File: src/rtl/cpr_pkg.sv
package cpr_pkg;

    localparam int GRP_PINS = 3;
    localparam int CMP_N    = 2;

    typedef struct packed {
        logic [GRP_PINS-1:0] bits;
        logic                mode;
        logic                irq;
        logic                wake;
        logic [CMP_N-1:0]    outp;
    } cpr_state_t;

    localparam cpr_state_t ST_RST = '{
        bits: '1,
        mode: 1'b0,
        irq:  1'b0,
        wake: 1'b0,
        outp: '0
    };

endpackage

File: src/rtl/cpr_sync.sv
module cpr_sync #(
    parameter int W       = 1,
    parameter int STAGES  = 2,
    parameter bit RST_ONE = 1'b0
) (
    input  logic         clk,
    input  logic         rst_n,
    input  logic [W-1:0] din,
    output logic [W-1:0] dout
);
    localparam logic [W-1:0] RST_V = RST_ONE ? '1 : '0;

    logic [STAGES-1:0][W-1:0] chain_d, chain_q;

    always_comb begin
        chain_d[0] = din;
        for (int i = 1; i < STAGES; i++) begin
            chain_d[i] = chain_q[i-1];
        end
    end

    always_ff @(posedge clk or negedge rst_n) begin
        if (!rst_n) begin
            for (int i = 0; i < STAGES; i++) begin
                chain_q[i] <= RST_V;
            end
        end else begin
            chain_q <= chain_d;
        end
    end

    assign dout = chain_q[STAGES-1];
endmodule

File: src/rtl/cpr_wake.sv
module cpr_wake #(
    parameter int WAKE_W = 4,
    parameter int PINS   = 3
) (
    input  logic [WAKE_W-1:0] wake_s,
    input  logic [PINS-1:0]   pin_s,
    input  logic              digital,
    output logic              smr_level,
    output logic              any_low
);
    logic pins_low;

    always_comb begin
        smr_level = &wake_s;
        pins_low  = digital & ~(&pin_s);
        any_low   = ~smr_level | pins_low;
    end
endmodule

File: src/rtl/cpr_route.sv
module cpr_route #(
    parameter int N = 2
) (
    input  logic [N-1:0] cmp_eff,
    input  logic [N-1:0] port_data,
    input  logic [N-1:0] sel,
    output logic [N-1:0] pin_out
);
    for (genvar g = 0; g < N; g++) begin : g_ch
        assign pin_out[g] = sel[g] ? cmp_eff[g] : port_data[g];
    end
endmodule

File: src/rtl/cmp_port_router.sv
module cmp_port_router
    import cpr_pkg::*;
#(
    parameter int WAKE_W      = 4,
    parameter int SYNC_STAGES = 2
) (
    input  logic                clk,
    input  logic                rst_n,
    input  logic                analog_mode,
    input  logic                stop_mode,
    input  logic [CMP_N-1:0]    route_ctl,
    input  logic [CMP_N-1:0]    port_out_data,
    input  logic [GRP_PINS-1:0] pin_lvl,
    input  logic [CMP_N-1:0]    cmp_res,
    input  logic [WAKE_W-1:0]   wake_src_n,
    output logic [GRP_PINS-1:0] in_bits,
    output logic                d3_irq,
    output logic                wake_req,
    output logic [CMP_N-1:0]    out_pin
);
    localparam int D3 = GRP_PINS - 1;

    logic [GRP_PINS-1:0] pin_s;
    logic [CMP_N-1:0]    cmp_s, cmp_eff, route_sel, route_out;
    logic [WAKE_W-1:0]   wake_s;
    logic                smr_level, any_low;

    cpr_state_t st_d, st_q;

    cpr_sync #(.W(GRP_PINS), .STAGES(SYNC_STAGES), .RST_ONE(1'b1)) u_sync_pin (
        .clk(clk), .rst_n(rst_n), .din(pin_lvl), .dout(pin_s)
    );
    cpr_sync #(.W(CMP_N), .STAGES(SYNC_STAGES), .RST_ONE(1'b0)) u_sync_cmp (
        .clk(clk), .rst_n(rst_n), .din(cmp_res), .dout(cmp_s)
    );
    cpr_sync #(.W(WAKE_W), .STAGES(SYNC_STAGES), .RST_ONE(1'b1)) u_sync_wake (
        .clk(clk), .rst_n(rst_n), .din(wake_src_n), .dout(wake_s)
    );

    cpr_wake #(.WAKE_W(WAKE_W), .PINS(GRP_PINS)) u_wake (
        .wake_s(wake_s), .pin_s(pin_s), .digital(~analog_mode),
        .smr_level(smr_level), .any_low(any_low)
    );

    assign cmp_eff   = stop_mode ? '0 : cmp_s;
    assign route_sel = route_ctl & {CMP_N{analog_mode}};

    cpr_route #(.N(CMP_N)) u_route (
        .cmp_eff(cmp_eff), .port_data(port_out_data),
        .sel(route_sel), .pin_out(route_out)
    );

    always_comb begin
        st_d      = st_q;
        st_d.mode = analog_mode;
        for (int i = 0; i < D3; i++) begin
            st_d.bits[i] = analog_mode ? cmp_eff[i] : pin_s[i];
        end
        st_d.bits[D3] = analog_mode ? smr_level : pin_s[D3];
        // falling edge of the third bit, masked when the source select switches
        st_d.irq  = st_q.bits[D3] & ~st_d.bits[D3] & (analog_mode == st_q.mode);
        st_d.wake = stop_mode & any_low;
        st_d.outp = route_out;
    end

    always_ff @(posedge clk or negedge rst_n) begin
        if (!rst_n) begin
            st_q <= ST_RST;
        end else begin
            st_q <= st_d;
        end
    end

    assign in_bits  = st_q.bits;
    assign d3_irq   = st_q.irq;
    assign wake_req = st_q.wake;
    assign out_pin  = st_q.outp;
endmodule

File: config.mk
export PLATFORM = sky130hd
export DESIGN_NAME = cmp_port_router
export DESIGN_NICKNAME = d
export VERILOG_FILES = /design/src/rtl/cpr_pkg.sv /design/src/rtl/cpr_sync.sv /design/src/rtl/cpr_wake.sv /design/src/rtl/cpr_route.sv /design/src/rtl/cmp_port_router.sv
export SDC_FILE = /design/constraint.sdc
export NUM_CORES = 1
export LEC_CHECK = 0
export BUFFER_PORTS_ARGS = -buffer_cell sky130_fd_sc_hd__buf_2
export CORE_MARGIN = 8
export CORE_UTILIZATION = 45
export DETAILED_ROUTE_END_ITERATION = 8
export GPL_ROUTABILITY_DRIVEN = 0
export PLACE_DENSITY = 0.74
export SLEW_MARGIN = 20
export SYNTH_ARGS = -nofsm -noshare
export SYNTH_HDL_FRONTEND = slang
export SYNTH_SLANG_ARGS = --single-unit
export TNS_END_PERCENT = 10
File: constraint.sdc
create_clock -name clk -period 1.8 [get_ports clk]
set_input_delay 0.36 -clock clk [delete_from_list [all_inputs] [get_ports clk]]
set_output_delay 0.36 -clock clk [all_outputs]
set_load 0.02 [all_outputs]
==> impl_metrics.ini, run 1 <==
[status]
status = complete, no violations

[synth]
yosysSeqAreaShare_pct = 78.4
synthMostInstantiatedCell = dfstp_2
synth_common_cells = 17 x dfstp_2, 9 x dfrtp_1, 5 x buf_4
synthCells = 47
synth-edff-count = 0
syn-cell-area_um2 = 857
yosysWarningCount = 0
synth_fp_nets = 64
netlist_top_cells_area = dfstp_2 52%, dfrtp_1 26%, buf_4 4.4%
yosys.area.top_type_share_pct = 52.1
ys_ff_latch = 26
syn_avg_cell_area_um2 = 18.2
synth_top_flop_cell = dfstp_2
synth_top_area_cell = dfstp_2
synth.lib_cells_used.distinct = 15
synthArstFlopShare_pct = 100

[power]
worst_ir_drop_vdd_v = 0.000659
p_leak_nw = 0.472
p_per_area_nw_per_um2 = 1090
power.total_w = 0.00110

[placed_design]
port_buffers = 23

[detailed_routing]
route.vias.total = 411
wl_per_cell_um = 12.6
vias_per_cell = 4.42
drt_iter0_drc = 3
drc_errors = 0
drt-total-wl_mm = 1.17
drtAntennaViolNets = 0
drt_pass1_iterations = 4

[cts]
cts_buffers = 3
clk_pin_slew_ps = 130
cts_tree = built
root_buffer = clkbuf_4
h-tree-depth = 1
numClockSinks = 26
clk_path_buf_depth = 2
cts_setup_buffers = 0
post_cts_resized = 0
insertion_delay_ps = 310
cts_hold_buf = 0

[global_route]
grt_usage_pct = 7.13
grt_start_max_net_pins = 27
grt_pass1_wl_mm = 1.78
antenna_found_initial = 0
grt_pass1_vias = 439
gr-total-overflow = 0

[cells_and_area]
utilization_pct = 57.1
drive_above_1_share_pct = 75.0
antennaDiodeCount = 0
area_delta_synth_final_pct = 17.5
nets = 86
num-fill-cells = 165

[timing]
setup_viol = 0
hold_violations = 0
period_minus_slack_ps = 1390
grt_setup_unrepaired = false
holdWs_ps = 3.22
worst_pin_slew_ps = 520
timing.fmax_ghz = 0.717
slew_headroom_pct = 65.3
post-route-period-util_pct = 77.5
skew_ps = 8.54
slew_viol_final = 0
tns_ps = 0

[die]
die_area_um2 = 3560
core_area_um2 = 1760
die_w_um = 59.6
start_util_pct = 48.6
die_h_um = 59.6
rows = 15
ioPinCount = 24

[worst_setup_path]
crit_path_end_kind = output port
cp.arrival_ps = 1030
critPathTopFamily = flip-flops
worstPathCellList = buf_2
slowest_delay_ps = 560
startpoint_type = flip-flop
critPathSlowestCell = dfstp_2
path_buf_inv = 1
crit_required_ps = 1440
criticalPathCategory = reg2out
worstPathMaxFanout = 3

[worst_hold_path]
hold_class = in2async

[flow_run]
max_cap_viol_count = 0
layer usage:
layer / wire length [um] / global-route usage, % / vias up
met1: 469 / 7.28 / 195
met5: 0 / 0 / -
met2: 572 / 11.2 / 22
met4: 26 / 5.10 / 0
li1: - / - / 190
met3: 102 / 3.25 / 4
cell families after synthesis:
| kind of cell | after synthesis | synth area share (%) |
|---|---|---|
| DFF | 26 | 78.4 |
| buffers and inverters | 7 | 6.13 |
| and+or+nand+nor | 6 | 5.40 |
| muxes | 5 | 7.30 |
| AOI/OAI and AO/OA | 3 | 2.77 |
state kept, by name, indices dropped and copies added, names as in the netlist:
signal               count
d3_irq                   1
u_sync_wake.dout         4
u_sync_pin.dout          3
out_pin                  2
u_sync_cmp.chain_d       2
in_bits                  3
wake_req                 1
u_sync_wake.chain_d      4
st_q                     1
u_sync_cmp.dout          2
u_sync_pin.chain_d       3
layout make-up:
cell class                 count  area, um^2  area share, %
clock buffer                   3        22.5           2.24
tap                           25        31.3           3.11
multi-input combinational     14         133           13.2
timing repair buffer          23         115           11.4
inverter                       1        3.75          0.373
sequential                    26         672           66.7
clock inverter                 1        30.0           2.98
metrics by stage:
stage          cell area (um^2)  setup WS (ps)  cells
2_1_floorplan               857            803     47
3_3_place_gp                955            761     89
3_5_place_dp                955            738     89
4_1_cts                    1010            391     93
5_1_grt                    1010            345     93
6_report                   1010            406     93
path summary, 6_finish.rpt:
path | startpoint | end | slack [ps] | depth (start not counted)
max | in_bits[2] | in_bits[2] | 410 | 1
min | rst_n | st_q[4] | 3 | 1
max reg2reg | u_sync_wake.dout[2] | d3_irq | 750 | 2
min reg2reg | u_sync_cmp.chain_d[2] | u_sync_cmp.dout[0] | 360 | 0
max in group asynchronous | rst_n | u_sync_pin.dout[0] | 1430 | 1
min in group clk | pin_lvl[2] | u_sync_pin.chain_d[5] | 120 | 1
cells in the final DEF (no fill, tap or decap):
| master | instances |
|---|---|
| nor2b_1 | 2 |
| inv_1 | 1 |
| mux2_4 | 2 |
| nand2_2 | 2 |
| nor4b_2 | 1 |
| dfstp_2 | 17 |
| dfrtp_1 | 9 |
| nand4_1 | 1 |
| mux2i_1 | 1 |
| mux2_2 | 2 |
| a41o_1 | 1 |
| clkbuf_4 | 3 |
| a31oi_1 | 1 |
| buf_2 | 23 |
| bufinv_16 | 1 |
| o21a_1 | 1 |
power by group:
part           switching (W)  total [W]  internal, W
combinational      0.0000431  0.0000771    0.0000340
clock               0.000156   0.000381     0.000225
sequential         0.0000101   0.000642     0.000632
No activity file was read; power rests on OpenSTA's default activity.
==> run 2: changes to the inputs <==
- CORE_UTILIZATION: 45 -> 43
- clock period: 1.8 -> 1.1 ns (I/O delays scaled with it)
==> impl_metrics.ini, run 2 (synthesis results as in run 1) <==
[status]
status = complete, but fails checks
violations = negative setup slack

[cts]
clk_path_buf_depth = 2
root_buffer = clkbuf_4
insertion_delay_ps = 300
cts_buffers = 3
numClockSinks = 26
clk_pin_slew_ps = 120
h-tree-depth = 1
cts_tree = built

[worst_setup_path]
slowest_delay_ps = 560
crit_start = in_bits[2]
worstPathMaxFanout = 2
critPathSlowestCell = dfstp_2
critPathTopFamily = flip-flops
crit_path_end_kind = output port
crit_required_ps = 880
rrSetupSlack_ps = 50
r2r_end = d3_irq
crit_path_end = in_bits[2]
criticalPathCategory = reg2out
path_buf_inv = 1
cp.depth = 1
cp.arrival_ps = 960
worstPathCellList = buf_6
reg2regPathDepth = 3
startpoint_type = flip-flop
worstReg2RegStart = in_bits[2]

[cells_and_area]
drive_above_1_share_pct = 64.6
area_delta_synth_final_pct = 29.5
regArea_um2 = 672
final_cell_area_um2 = 1110
multi_input_area_um2 = 133
antennaDiodeCount = 0
utilization_pct = 57.7
num-fill-cells = 167
nets = 97
final_common_cell = buf_2
mostFrequentLayoutCells = 20 x buf_2, 17 x dfstp_2, 10 x dlygate4sd3_1

[die]
start_util_pct = 44.6
core_area_um2 = 1920
die_w_um = 60.6
die_area_um2 = 3680
ioPinCount = 24
die_h_um = 60.6
rows = 16

[timing]
setup_viol = 3
hold_violations = 0
grt_setup_unrepaired = true
slew_viol_final = 0
period_minus_slack_ps = 1180
post-route-period-util_pct = 108
holdWs_ps = 141
slew_headroom_pct = 65.2
skew_ps = 1.54
timing.fmax_ghz = 0.845
setup_ws_ps = -84.1
worst_pin_slew_ps = 522

[global_route]
met2_usage_pct = 13.3
grt_pass1_wl_mm = 2.10
grt_usage_pct = 7.59
grt_pass1_vias = 525
antenna_found_initial = 0
gr-total-overflow = 0
grtUsageMet1_pct = 7.97
grt_start_max_net_pins = 27
grt.met3_usage_pct = 2.97
busiest_layer = met2

[worst_hold_path]
hold_class = in2reg

[power]
pwr-share-clk_pct = 23.6
comb_power_share_pct = 10.4
seqPwrFrac_pct = 65.9
internal-power_w = 0.00127
netSwitchingPower_w = 0.000330
p_sw_share_pct = 20.6
power.total_w = 0.00160
worst_ir_drop_vdd_v = 0.000977
p_per_area_nw_per_um2 = 1440
p_leak_nw = 0.510

[detailed_routing]
vias_per_cell = 4.26
drtAntennaViolNets = 0
drt_iter0_drc = 1
drt-total-wl_mm = 1.20
wl_per_cell_um = 11.3
drt_pass1_iterations = 2
route.vias.total = 452
drc_errors = 0

[flow_run]
max_cap_viol_count = 0

[placed_design]
placed_area_um2 = 957
port_buffers = 23
-- run 2: layout make-up --
class	instances	share of cell area, %
multi-input cells	14	12.0
well taps	27	3.04
repair buffers	34	21.8
clock buffers	4	2.37
flip-flops and latches	26	60.5
inverters	1	0.338
-- run 2: per-layer routing --
layer / share of wire [%] / vias to the layer above
met3: 11 / 0
met1: 37 / 218
met2: 52 / 19
met5: 0 / -
li1: - / 215
met4: 0 / 0
-- run 2: how the worst min path moves through the flow --
stage	cells after the start	end	startpoint	slack, ps
after floorplan	0	d3_irq	rst_n	-80
after global placement	1	u_sync_cmp.chain_d[2]	rst_n	220
after detailed placement	1	u_sync_cmp.chain_d[2]	rst_n	230
after CTS	1	u_sync_cmp.chain_d[2]	cmp_res[0]	3
after global routing	1	st_q[4]	analog_mode	120
final	2	out_pin[0]	port_out_data[0]	140
-- run 2: power by group through the flow --
stage	clock (W)	combinational (W)	sequential, W
floorplan	0	0.0000778	0.00107
global placement	0	0.000125	0.00107
detailed placement	0	0.000130	0.00107
CTS	0.000400	0.000167	0.00105
global route	0.000442	0.000182	0.00106
finish	0.000377	0.000167	0.00105
-- run 2: what timing repair did --
item	CTS	global route
buffers inserted	1	0
hold endpoints to repair	17	1
setup endpoints to repair	3	5
resized for setup	6	0
hold buffers	9	1
-- run 2: through the flow --
step / instances / setup TNS [ps] / setup slack, ps
floorplan: 47 / 0 / 122
global placement: 91 / 0 / 94.4
detailed placement: 91 / 0 / 79.7
CTS: 105 / -290 / -101
global route: 106 / -382 / -126
finish: 106 / -236 / -84.1
